`src/rtl/cxb_pkg.sv`:
```
package cxb_pkg;
  typedef enum logic {WIN_DATA = 1'b0, WIN_TAG = 1'b1} win_e;
endpackage

```
`src/rtl/cxb_in_collect.sv`:
```
module cxb_in_collect #(
  parameter int WORD_W = 32,
  parameter int WORDS  = 4,
  localparam int IDX_W = $clog2(WORDS)
) (
  input  logic                    clk,
  input  logic                    rst,
  input  logic                    wr_en,
  input  logic [IDX_W-1:0]        wr_idx,
  input  logic [WORD_W-1:0]       wr_data,
  input  logic                    start,
  output logic [WORDS*WORD_W-1:0] block,
  output logic                    full
);
  logic [WORD_W-1:0] mem [WORDS];
  logic [WORDS-1:0]  seen_q, seen_nx;

  always_ff @(posedge clk) begin
    if (wr_en) mem[wr_idx] <= wr_data;
  end

  always_comb begin
    seen_nx = seen_q;
    if (wr_en) seen_nx[wr_idx] = 1'b1;
    if (start) seen_nx = '0;
  end

  always_ff @(posedge clk) begin
    if (rst) begin
      seen_q <= '0;
      full   <= 1'b0;
    end else begin
      seen_q <= seen_nx;
      full   <= &seen_nx;
    end
  end

  for (genvar g = 0; g < WORDS; g++) begin : g_pack
    assign block[g*WORD_W +: WORD_W] = mem[g];
  end

  // a start empties the collector
  p_full_clear_r4: assert property (@(posedge clk) disable iff (rst)
    start |=> !full);
  // the flag can only rise on a write
  p_full_rise_r3: assert property (@(posedge clk) disable iff (rst)
    $rose(full) |-> $past(wr_en));
endmodule

```
`src/rtl/cxb_result_hold.sv`:
```
module cxb_result_hold #(
  parameter int WORD_W = 32,
  parameter int WORDS  = 4,
  localparam int BLK_W = WORDS*WORD_W
) (
  input  logic             clk,
  input  logic             rst,
  input  logic             done,
  input  logic [BLK_W-1:0] result,
  input  logic [BLK_W-1:0] tag,
  input  logic             tag_valid,
  input  logic             consume,
  output logic [BLK_W-1:0] out_blk,
  output logic [BLK_W-1:0] tag_blk,
  output logic             tag_pend
);
  always_ff @(posedge clk) begin
    if (rst) begin
      out_blk  <= '0;
      tag_blk  <= '0;
      tag_pend <= 1'b0;
    end else if (done) begin
      out_blk  <= result;
      tag_blk  <= tag;
      tag_pend <= tag_valid;
    end else if (consume) begin
      tag_pend <= 1'b0;
    end
  end

  // completion captures the core result
  p_done_capture_r5: assert property (@(posedge clk) disable iff (rst)
    done |=> out_blk == $past(result));
  // the tag is released by reading its last word
  p_tag_consume_r9: assert property (@(posedge clk) disable iff (rst)
    (consume && !done) |=> !tag_pend);
endmodule

```
`src/rtl/cxb_rd_mux.sv`:
```
module cxb_rd_mux #(
  parameter int WORD_W = 32,
  parameter int WORDS  = 4,
  localparam int IDX_W = $clog2(WORDS),
  localparam int BLK_W = WORDS*WORD_W
) (
  input  logic              clk,
  input  logic              rst,
  input  logic              re,
  input  cxb_pkg::win_e     win,
  input  logic [IDX_W-1:0]  idx,
  input  logic              busy,
  input  logic              tag_pend,
  input  logic [BLK_W-1:0]  out_blk,
  input  logic [BLK_W-1:0]  tag_blk,
  input  logic [BLK_W-1:0]  iv,
  output logic [WORD_W-1:0] rdata,
  output logic              rvalid
);
  logic [WORD_W-1:0] word_nx;

  always_comb begin
    if (win == cxb_pkg::WIN_DATA)  word_nx = out_blk[idx*WORD_W +: WORD_W];
    else if (busy)                 word_nx = '0;
    else if (tag_pend)             word_nx = tag_blk[idx*WORD_W +: WORD_W];
    else                           word_nx = iv[idx*WORD_W +: WORD_W];
  end

  always_ff @(posedge clk) begin
    if (rst) begin
      rdata  <= '0;
      rvalid <= 1'b0;
    end else begin
      rvalid <= re;
      if (re) rdata <= word_nx;
    end
  end

  // one-cycle read latency
  p_rd_latency_r6: assert property (@(posedge clk) disable iff (rst)
    re |=> rvalid);
  // tag window gated to zero while busy
  p_busy_zero_r7: assert property (@(posedge clk) disable iff (rst)
    (re && busy && win == cxb_pkg::WIN_TAG) |=> rdata == '0);
endmodule

```
`src/rtl/cxb_window.sv`:
```
module cxb_window #(
  parameter int WORD_W = 32,
  parameter int WORDS  = 4,
  localparam int IDX_W  = $clog2(WORDS),
  localparam int ADDR_W = IDX_W + 1,
  localparam int BLK_W  = WORDS*WORD_W
) (
  input  logic              clk,
  input  logic              rst,
  input  logic              host_we,
  input  logic              host_re,
  input  logic [ADDR_W-1:0] host_addr,
  input  logic [WORD_W-1:0] host_wdata,
  output logic [WORD_W-1:0] host_rdata,
  output logic              host_rvalid,
  input  logic              core_start,
  input  logic              core_busy,
  input  logic              core_done,
  input  logic [BLK_W-1:0]  core_result,
  input  logic [BLK_W-1:0]  core_tag,
  input  logic              core_tag_valid,
  input  logic [BLK_W-1:0]  core_iv,
  output logic [BLK_W-1:0]  in_block,
  output logic              in_full
);
  cxb_pkg::win_e    win;
  logic [IDX_W-1:0] idx;
  logic             data_wr, consume, tag_pend;
  logic [BLK_W-1:0] out_blk, tag_blk;

  assign win     = cxb_pkg::win_e'(host_addr[ADDR_W-1]);
  assign idx     = host_addr[IDX_W-1:0];
  assign data_wr = host_we && (win == cxb_pkg::WIN_DATA);
  assign consume = host_re && (win == cxb_pkg::WIN_TAG) && !core_busy
                   && (idx == IDX_W'(WORDS-1)) && tag_pend;

  cxb_in_collect #(.WORD_W(WORD_W), .WORDS(WORDS)) u_in (
    .clk(clk), .rst(rst), .wr_en(data_wr), .wr_idx(idx), .wr_data(host_wdata),
    .start(core_start), .block(in_block), .full(in_full));

  cxb_result_hold #(.WORD_W(WORD_W), .WORDS(WORDS)) u_hold (
    .clk(clk), .rst(rst), .done(core_done), .result(core_result),
    .tag(core_tag), .tag_valid(core_tag_valid), .consume(consume),
    .out_blk(out_blk), .tag_blk(tag_blk), .tag_pend(tag_pend));

  cxb_rd_mux #(.WORD_W(WORD_W), .WORDS(WORDS)) u_rd (
    .clk(clk), .rst(rst), .re(host_re), .win(win), .idx(idx), .busy(core_busy),
    .tag_pend(tag_pend), .out_blk(out_blk), .tag_blk(tag_blk), .iv(core_iv),
    .rdata(host_rdata), .rvalid(host_rvalid));

  // tag-window writes leave the fill flag alone
  p_tag_wr_ignored_r10: assert property (@(posedge clk) disable iff (rst)
    (host_we && win == cxb_pkg::WIN_TAG && !core_start) |=> $stable(in_full));
endmodule

```
`config.mk`:
```
export PLATFORM = sky130hd
export DESIGN_NAME = cxb_window
export DESIGN_NICKNAME = d
export VERILOG_FILES = /design/src/rtl/cxb_pkg.sv /design/src/rtl/cxb_in_collect.sv /design/src/rtl/cxb_result_hold.sv /design/src/rtl/cxb_rd_mux.sv /design/src/rtl/cxb_window.sv
export SDC_FILE = /design/constraint.sdc
export NUM_CORES = 1
export LEC_CHECK = 0
export ABC_AREA = 1
export ABC_CLOCK_PERIOD_IN_PS = 4180
export BUFFER_PORTS_ARGS = -buffer_cell sky130_fd_sc_hd__buf_2
export CELL_PAD_IN_SITES_DETAIL_PLACEMENT = 0
export CELL_PAD_IN_SITES_GLOBAL_PLACEMENT = 1
export CORE_ASPECT_RATIO = 0.9
export CORE_MARGIN = 4
export CORE_UTILIZATION = 36
export DETAILED_ROUTE_END_ITERATION = 8
export PLACE_DENSITY = 0.8
export SKIP_LAST_GASP = 1
export SLEW_MARGIN = 20
export SYNTH_ARGS = -nofsm -noshare
export SYNTH_HDL_FRONTEND = slang
export SYNTH_SLANG_ARGS = --single-unit
```
`constraint.sdc`:
```
create_clock -name clk -period 4.18 [get_ports clk]
set_clock_uncertainty 0.05 [all_clocks]
set_input_delay 0.209 -clock clk [delete_from_list [all_inputs] [get_ports clk]]
set_output_delay 0.209 -clock clk [all_outputs]
set_load 0.02 [all_outputs]
```
# ---- Yosys cells after proc, flatten, opt, wreduce, memory -nomap -nowiden
# Memory sizes are Yosys's and may differ from the RTL's.
# Index checks and enable logic that the tools add are counted.
dict set report totals {
  regBits 295
  latch_bits 0
  mem_bits_rw 128
  romBits 0
  inputBits 427
  output_inout_bits 162
  elab_cells 36
  n_memories 1
}
dict set report op_classes {
  add_sub_neg 0
  multipliers 0
  n_div 0
  order_cmp 2
  eq_ne 1
  shifts 3
  mux 11
  bitwise 2
  reduce_logical 9
}
# name depth width read_ports rd_ports_with_merged_regs write_ports line
set mem_list {}
lappend mem_list {u_in.mem 4 32 4 0 1 cxb_in_collect.sv:15} ;# logic [WORD_W-1:0] mem [WORDS];
# operator count
set ops {}
lappend ops {{$shiftx 128x8->32} 3}
lappend ops {{$mux 32} 3}
lappend ops {{$mux 4} 2}
lappend ops {{$logic_and 1x1->1} 6}
lappend ops {{$mux 1} 5}
lappend ops {{$or 4x4->4} 1}
lappend ops {{$reduce_and 4->1} 1}
lappend ops {{$lt 2x3->1 const B} 1}
lappend ops {{$demux 1 s2} 1}
lappend ops {{$eq 2x2->1 const B} 1}
lappend ops {{$ge 2x1->1 const B} 1}
lappend ops {{$reduce_bool 2->1} 1}
lappend ops {{$logic_not 1->1} 1}
lappend ops {{$not 1->1} 1}

# ---- Longest topological paths before layout
# Gate-level depths: netlist of the first run.
dict set report logic_depth {
  depth_word 8
  depth_mapped 10
  ltp_nobuf 7
}

# ---- Cells and area by module
# From an unflattened synthesis of the first run, not the netlist that was laid out.
dict set report hier_totals {
  hier_cells 2470
  area_unflattened_um2 18560.3
}
# module n_inst cells_per_inst area_per_inst_um2 seq_area_each_um2
set by_module_without_submodules {}
lappend by_module_without_submodules {cxb_result_hold 1 1118 8926.1 5144.9}
lappend by_module_without_submodules {cxb_rd_mux 1 1182 5539.1 660.6}
lappend by_module_without_submodules {cxb_in_collect 1 160 4055.1 3943.8}
lappend by_module_without_submodules {cxb_window 1 10 40.0 0.0}

# ---- Worst setup path before layout of the first run
# No wires, ideal clock.
dict set report synth_timing {
  path_type {input -> register}
  from {input port host_addr[0]}
  to {register u_in.full}
  setup_time_ps 76
  arrival_time_ps 3270
  required_time_ps 4054
  setup_slack_ps 784
  path_stages 6
  n_path_buf 2
  cell_sequence {buf_6 -> buf_6 -> nor3_1 -> or2_2 -> nand2_1 -> nor3_2}
}
dict set report synth_via {
  elab_chain_cells 8
  word_cells_on_any_way 9
  cone_classes {order compare: 2; mux: 4; bitwise: 1; reduce/logical: 2}
}
# element line
set synth_rtl {}
lappend synth_rtl {{from (decl)} cxb_window.sv:12} ;# input logic [ADDR_W-1:0] host_addr,
lappend synth_rtl {{$lt 2x3->1 (not written as such) or $ge 2x1->1 (tied branches)} cxb_in_collect.sv:24} ;# if (wr_en) seen_nx[wr_idx] = 1'b1;
lappend synth_rtl {{$logic_and 1x1->1 (not written as such)} cxb_in_collect.sv:24}
lappend synth_rtl {{$mux 1 (not written as such)} cxb_in_collect.sv:24}
lappend synth_rtl {{$demux 1 s2 *} n/a}
lappend synth_rtl {{$or 4x4->4 (no source line) *} n/a}
lappend synth_rtl {{$mux 4 *} cxb_in_collect.sv:24}
lappend synth_rtl {{$mux 4 *} cxb_in_collect.sv:25} ;# if (start) seen_nx = '0;
lappend synth_rtl {{$reduce_and 4->1 *} cxb_in_collect.sv:34} ;# full <= &seen_nx;
lappend synth_rtl {{to (signal assigned)} cxb_in_collect.sv:34}
lappend synth_rtl {{to (decl)} cxb_in_collect.sv:13} ;# output logic full
# Every way passes the cells marked *; elsewhere a longest branch is shown, timed or not.
# A chain may end at the register's enable or synchronous reset.

# ---- Worst setup path after layout of the first run
dict set report layout_timing {
  from {input port host_addr[2]}
  to {register u_in.seen_q[1]}
}
dict set report layout_via {
  elab_chain_cells 4
}
# element line
set layout_rtl {}
lappend layout_rtl {{$not 1->1} n/a}
lappend layout_rtl {{$logic_and 1x1->1} cxb_window.sv:33} ;# assign data_wr = host_we && (win == cxb_pkg::WIN_DATA);
lappend layout_rtl {{$mux 4} cxb_in_collect.sv:24}
lappend layout_rtl {{$mux 4} cxb_in_collect.sv:25}
lappend layout_rtl {{to (signal assigned)} cxb_in_collect.sv:33} ;# seen_q <= seen_nx;
lappend layout_rtl {{to (decl)} cxb_in_collect.sv:16} ;# logic [WORDS-1:0] seen_q, seen_nx;
# No other way between the ends.

==> summary.md, run 1 <==
| Metric | Value |
|---|---|
| Status | finished, final reports clean |
| CP Class | in -> reg |
| CP Launch Type | input port |
| Final Cycle Share | between 50% and 60% |
| Slew at the pin closest to its max-slew limit | roughly 1.0 ns |
| Final net count | about 3600 |
| Seq/Total Area, Yosys | roughly 54% |
| Setup WS pre-CTS | between 1.5 and 2 ns |
| DIE WIDTH | about 240 microns |
| Crit-path cells | buf_2 -> inv_2 -> nand2_1 -> nor3_4 -> buf_4 -> o21ai_1 -> nor2_1 -> dlygate4sd3_1 |
| CTS Buf Count | between 40 and 50 |
| Grt total ovfl | 0 |
| Syn_area_per_cell | between 7 and 8 sq um |
| DR WL/cell | approximately 20 microns |
| # resized after CTS | 0 |
| Reg2reg path depth | 7 |
| Count of hold-fix buffers inserted at cts | roughly 290 |
| Vias | about 19000 |
| Post-synth cell types | 21 |
| CTS tree | done |
| Final setup violation count | 0 |
| Die Ht | 221 microns |
| Hold WC Path Type | in -> reg |
| Die footprint | 54100 sq um |
| FF+latch count, synth | 423 |
| Netlist Area Pre-Place | approximately 18000 sq um |
| Commonest non-fill, non-tap cells in the layout | nand2_1 (612), buf_2 (587), dfxtp_1 (294), o21ai_0 (290), dlygate4sd3_1 (289) |
| Root Driver | clkbuf_16 |
| Post-Synthesis Cells | 2381 |
| Max VDD drop | between 0.0002 and 0.0003 V |
| Max-cap violations | 0 |
| RSZ-0062 raised after global routing | false |
| Crit-path max FO | 34 |
| Htree depth | 2 |
| Minimum clock period | around 2.2 ns |
| Final WL | 77.0 mm |
| Final hold vios | 0 |
| Starting Density | a little under two fifths |
| Top post-synthesis cells by area | dfxtp_1 (33%), edfxtp_1 (21%), nand2_1 (13%) |
| Critical Path RT | around 4.6 ns |
| Leakage power | approximately 12 nW |
| Proportion of layout cells with a drive suffix above 1 | ~22% |
| Multi-input gate area | 6630 sq um |
| P per Cell Area | 390 nW/um^2 |
| DR iter-0 viols | 1444 |
| Vias in the first global route | around 19000 |
| Port Buffers | between 500 and 600 |
| CTS sink count | ~420 |
| Reg-to-reg slack, setup | 2.10 ns |
| First-pass GRT wire length | ~110 mm |
| Layout Area Growth over Synthesis | 41.6% |
| Syn_nets | between 2000 and 3000 |
| Worst path max stage delay | approximately 0.54 ns |
| Min-Delay Path Depth | 3 |
| Worst Path Buf+Inv | 4 |
| Synth Warn # | 0 |
| Slew Limit Fails | 0 |
| Initial antenna violation count | 12 |
| Crit-path slowest cell | dlygate4sd3_1 |
| Finished layout cell area | between 20000 and 30000 sq um |
| Worst-Skew Late Latency | ~0.58 ns |
| Worst-path clk slew | ~0.060 ns |
| Dpl hpwl | between 50 and 60 mm |
| Core outline area | 49500 sq um |
| Clock buffer depth | 3 |
| DR pass1 iterations | 5 |
| DRT antenna net count | 0 |
| FF+latch area | roughly 9800 sq um |
| Post CTS Setup Buffer Count | 0 |
| Cell taking the most area after synthesis | dfxtp_1 |
| Most common cell after layout, fill and taps aside | nand2_1 |
| Setup TNS Final | 0 ns |
| I/O Pins | 589 |
| Avg Vias per Cell | roughly 5 |
| RD Place Congestion | roughly 0.89 |
| Total Power | 10.0 mW |
| WP depth | 8 |
| Setup WS post-layout | 2.02 ns |
| Fillers | approximately 4800 |
| Family with the most delay on the worst path | buffers and inverters |
| Relative slew slack | between 30% and 40% |
| Post-Place Cell Area | approximately 21000 sq um |
| FMAX | between 400 and 500 MHz |
| Synth top area share | 32.5% |
| DRC viols | 0 |
| Critical Path End Type | flop |
| GRT Total Usage | between 20% and 30% |
| FP Rows | 77 |
| Largest net degree at the start of global routing | between 100 and 150 |
| WP data arrival | approximately 2.6 ns |
==> worst register-to-register path, cell delays in order, from the launching register on <==
cell	delay [ns]
dfxtp_4	0.35
inv_4	0.49
buf_4	0.45
nand2_1	0.10
nand3_1	0.10
nand2_1	0.06
o21ai_1	0.24
a21oi_1	0.12
==> registers in the layout, indices dropped and copies added (netlist names) <==
signal	count
u_hold.out_blk	128
u_hold.tag_blk	128
u_hold.tag_pend	1
u_in.full	1
u_in.mem	128
u_in.seen_q	4
u_rd.rdata	32
u_rd.rvalid	1
==> cell type report <==
type,count,area share (%)
Inverter,266,3.95
Antenna cell,9,0.0875
Clock buffer,58,4.77
Sequential cell,423,37.9
Clock inverter,23,0.759
Multi-Input combinational cell,1530,25.8
Tap cell,671,3.26
Timing Repair Buffer,901,23.5
==> layer usage <==
metal  global-route usage (%)  routed length, microns  up-vias
li1                         -                       -     9147
met1                     32.9                   30800     8965
met2                     46.7                   37400      768
met3                     4.72                    4910      176
met4                     12.6                    3830        4
met5                        0                      33        -
==> cell usage after synthesis, drive strengths merged <==
cell / instances
nand2: 613
o21ai: 322
dfxtp: 295
nor2: 268
inv: 266
a21oi: 193
nand3: 129
edfxtp: 128
buf: 97
clkbuf: 65
nor3: 4
or2: 1
==> where the power goes <==
part	switching (mW)	internal (mW)	leakage [nW]
Combinational	0.925	0.602	7.95
Sequential	0.102	4.46	3.61
Clock	1.72	2.21	0.693
Total	2.75	7.27	12.3
==> cells by family (layout without fill, tap and decap cells) <==
| kind of cell | Yosys count | count (layout) | share of synthesized area (%) |
|---|---|---|---|
| simple gates | 1015 | 1015 | 22.2 |
| compound gates | 515 | 515 | 14.2 |
| buf+inv | 428 | 1248 | 9.99 |
| flops | 423 | 423 | 53.7 |
| other cells | 0 | 9 | 0 |
==> through the flow <==
step,instances,hold slack [ns],utilization [%]
floorplan,2381,0.231,-
detailed placement,3502,0.375,43.2
CTS,3872,0.00237,51.9
global route,3881,0.0250,51.9
finish,3881,0.00236,51.9
global placement,3502,0.371,43.2
==> final timing paths <==
check                           from                 end
setup reg to reg     u_hold.tag_pend      u_rd.rdata[25]
hold reg to reg   u_hold.tag_blk[17]  u_hold.tag_blk[17]
setup / recovery        host_addr[2]      u_in.seen_q[1]
hold / removal          core_tag[17]  u_hold.tag_blk[17]
No activity file was read; power rests on OpenSTA's default activity.
==> inputs of run 2 (changes only) <==
--- a/config.mk
+++ b/config.mk
@@ -5,16 +5,16 @@
 export SDC_FILE = /design/constraint.sdc
 export NUM_CORES = 1
 export LEC_CHECK = 0
-export ABC_AREA = 1
-export ABC_CLOCK_PERIOD_IN_PS = 4180
+export ABC_AREA = 0
+export ABC_CLOCK_PERIOD_IN_PS = 1730
 export BUFFER_PORTS_ARGS = -buffer_cell sky130_fd_sc_hd__buf_2
 export CELL_PAD_IN_SITES_DETAIL_PLACEMENT = 0
 export CELL_PAD_IN_SITES_GLOBAL_PLACEMENT = 1
 export CORE_ASPECT_RATIO = 0.9
 export CORE_MARGIN = 4
-export CORE_UTILIZATION = 36
+export CORE_UTILIZATION = 35
 export DETAILED_ROUTE_END_ITERATION = 8
-export PLACE_DENSITY = 0.8
+export PLACE_DENSITY = 0.75
 export SKIP_LAST_GASP = 1
 export SLEW_MARGIN = 20
 export SYNTH_ARGS = -nofsm -noshare
==> constraint.sdc (replaced) <==
create_clock -name clk -period 1.73 [get_ports clk]
set_clock_uncertainty 0.05 [all_clocks]
set_input_delay 0.0865 -clock clk [delete_from_list [all_inputs] [get_ports clk]]
set_output_delay 0.0865 -clock clk [all_outputs]
set_load 0.02 [all_outputs]
==> run 2 against run 1 <==
Clock power grew 140%. Highest routed layer unchanged. Cell area grew 5.0%. Non-clock buffer count grew 195. Clock-buffer cell count grew 7. Largest power group unchanged. Critical endpoint is now u_rd.rdata[19]. Combinational power grew 140%. Utilization grew 4.4 points. Critical path depth shrank 3. Cell count shrank 23%. Largest cell class unchanged. Worst hold slack gained 0.00051 ns. Power grew 140%. Die area shrank 3.7%. Routed wire length shrank 16%.
==> summary.md, run 2 <==
| Metric | Value |
|---|---|
| Commonest non-fill, non-tap cells in the layout | buf_2 (584), dlygate4sd3_1 (458), dfxtp_1 (294), nor2_1 (257), mux2i_1 (256) |
| Die footprint | 52100 sq um (-3.7%) |
| Core outline area | 47900 sq um (-3.2%) |
| Worst path max stage delay | 0.56 ns (+0.02 ns) |
| First-pass GRT wire length | 94.7 mm (-16%) |
| Top flop regs | u_hold.out_blk (128), u_hold.tag_blk (128), u_in.mem (128) |
| Final Cycle Share | a little over nine tenths |
| Starting Density | 35.4% (-1.2 points) |
| Critical Path End Type | flop |
| Critical Path RT | 2.12 ns (-2.52 ns) |
| CTS tree | done |
| I/O Pins | 589 (unchanged) |
| Netlist Area Pre-Place | 17000 sq um (-6.5%) |
| CTS Buf Count | 45 (-2.2%) |
| Synth Warn # | 0 (unchanged) |
| Dpl hpwl | 45.5 mm (-17%) |
| Synth top area share | 34.8% (+2.3 points) |
| Syn_area_per_cell | 13.2 sq um (+74%) |
| Vias | 14800 (-22%) |
| Clock buffer depth | 3 (unchanged) |
| Avg Vias per Cell | 4.93 (+0.46%) |
| Final WL | 64.5 mm (-16%) |
| Cell taking the most area after synthesis | dfxtp_1 |
| FMAX | 595 MHz |
| Top post-synthesis cells by area | dfxtp_1 (35%), edfxtp_1 (23%), mux2i_1 (15%) |
| Minimum clock period | between 1.5 and 2 ns |
| Number of synthesized flops with an enable pin | 128 (unchanged) |
| Initial antenna violation count | 14 (+2) |
| Status | finished, final reports clean |
| Slew Limit Fails | 0 (unchanged) |
| Vias in the first global route | 15800 (-17%) |
| Max VDD drop | 0.000712 V (+180%) |
| GRT Total Usage | 23.9% (-3.2 points) |
| FP Rows | 76 (-1.3%) |
| Most common cell after layout, fill and taps aside | buf_2 |
| Max-cap violations | 0 (unchanged) |
| Final hold vios | 0 (unchanged) |
| DR WL/cell | 21.5 microns (+8.4%) |
| Synth async-reset ratio | 0% (unchanged) |
| Worst-path clk slew | 0.06 ns (about the same) |
| Proportion of layout cells with a drive suffix above 1 | 34.3% (+13 points) |
| Crit-path max FO | 9 (-74%) |
| Count leader, synth | dfxtp_1 |
| List of most frequent post-synthesis cells | dfxtp_1 (295), nor2_1 (258), mux2i_1 (256) |
| Grt total ovfl | 0 (unchanged) |
| RD Place Congestion | 0.867 (-2.5%) |
| Final net count | 2752 (-23%) |
| Htree depth | 2 (unchanged) |
| Die Ht | 217 microns (-1.9%) |
| CP Class | reg -> reg |
| DRT antenna net count | 0 (unchanged) |
| Seq/Total Area, Yosys | 57.4% (+3.7 points) |
| CTS sink count | 423 (unchanged) |
| Post-Synthesis Cells | 1283 (-46%) |
| Syn_nets | 1710 (-39%) |
| Root Driver | clkbuf_16 |
| Post CTS Setup Buffer Count | 0 (unchanged) |
| Relative slew slack | 53.9% (+23 points) |
| RSZ-0062 raised after global routing | true |
| Post-synth cell types | 26 (+24%) |
| DR pass1 iterations | 5 (unchanged) |
| DIE WIDTH | 240 microns (-1.9%) |
| Slew at the pin closest to its max-slew limit | 0.692 ns (-0.335 ns) |
| Worst Path Buf+Inv | 2 (-2) |
| Final setup violation count | 0 (unchanged) |
| WP data arrival | 2.07 ns (-0.55 ns) |
| Layout Area Growth over Synthesis | 59.0% |
| Crit-path slowest cell | dlygate4sd3_1 |
| Setup WS post-layout | 0.0500 ns (-1.97 ns) |
| Setup WS pre-CTS | 0.0650 ns (-1.57 ns) |
| Worst-Skew Late Latency | 0.56 ns (-0.02 ns) |
| Setup TNS Final | 0 ns (unchanged) |
| FF+latch count, synth | 423 (unchanged) |
| DRC viols | 0 (unchanged) |
| P per Cell Area | 890 nW/um^2 (+130%) |
| Leakage power | 11.9 nW (-2.8%) |
| DR iter-0 viols | 927 (-36%) |
| CP Launch Type | flop |
| Crit-path cells | buf_6 -> mux4_2 -> dlygate4sd3_1 -> nand3b_1 -> nand3_1 |
| Main synth FF type | dfxtp_1 |
| Largest net degree at the start of global routing | 127 (-8.0%) |
| Hold WC Path Type | in -> reg |
| Port Buffers | 588 (unchanged) |
| Family with the most delay on the worst path | buffers and inverters |
[run 2: changes by cell type in the layout (fill, tap and decap cells not counted), moves of 22 or more]
cell           change
nand2_1          -610
nand3b_1          +64
mux2i_1          +256
inv_1            -257
nand3_1           -97
o21ai_0          -290
a22oi_1           +32
a21oi_1          -191
dlygate4sd3_1    +169
mux4_2            +96
buf_12            +22
o21ai_1           -30
[run 2: path summary, 6_finish.rpt]
check,startpoint,end,slack (ns),cells past startpoint
hold / removal,rst,u_rd.rdata[30],0.003,4
setup reg to reg,u_hold.tag_pend,u_rd.rdata[19],0.05,5
setup / recovery,u_hold.tag_pend,u_rd.rdata[19],0.05,5
hold reg to reg,u_in.seen_q[0],u_in.seen_q[0],0.41,1
[run 2: tightest hold or removal path, stage by stage]
cell and delay (ns):
buf_8 0.11, nor2_4 0.11, a22oi_1 0.16, nand3_1 0.09
[run 2: repair_timing]
action | 4_1_cts | 5_1_grt
gates resized for setup | 0 | 2
hold buffers | 458 | 0
endpoints found under the setup margin | 0 | 6
hold endpoints to repair | 423 | 0
[run 2: report_power, final]
| part | switching [mW] | internal [mW] | total [mW] |
|---|---|---|---|
| Combinational | 1.61 | 2.01 | 3.62 |
| Clock | 3.99 | 5.47 | 9.46 |
| Sequential | 0.253 | 10.7 | 11.0 |
[run 2: final cells by class]
class / count / area (sq um)
Antenna cell: 12 / 30.0
Clock buffer: 65 / 1280
Fill cell: 3866 / 20900
Multi-Input combinational cell: 757 / 6770
Inverter: 2 / 7.51
Sequential cell: 423 / 9750
Clock inverter: 17 / 158
Timing Repair Buffer: 1096 / 8240
Tap cell: 624 / 781
[run 2: routing by layer]
layer | global-route usage [%] | share of wire, % | vias to the layer above
met5 | 0 | 0.062 | -
met4 | 10.6 | 4.6 | 6
met3 | 5.44 | 7.4 | 148
met2 | 39.7 | 48 | 676
met1 | 29.8 | 40 | 7157
li1 | - | - | 6794
[run 2: per-stage QoR]
stage | power [mW] | util, % | cells | hold slack [ns] | instance area [sq um]
floorplan | 12.6 | - | 1283 | 0.116 | 17000
global placement | 13.8 | 43.7 | 2444 | 0.240 | 21000
detailed placement | 13.9 | 43.7 | 2444 | 0.248 | 21000
CTS | 24.2 | 56.3 | 2984 | 0.00164 | 27000
global route | 25.0 | 56.4 | 2995 | 0.0183 | 27000
finish | 24.0 | 56.4 | 2996 | 0.00286 | 27000
[run 2: cell families (layout without fill, tap and decap cells)]
group                  after synthesis  in the layout  synth area share (%)
multiplexers                       352            352                  27.8
other                                0             12                     0
AND/OR/NAND/NOR                    364            364                  10.1
flip-flops                         423            423                  57.4
buffers and inverters              103           1180                  2.91
AO/OA/AOI/OAI                       41             41                  1.80
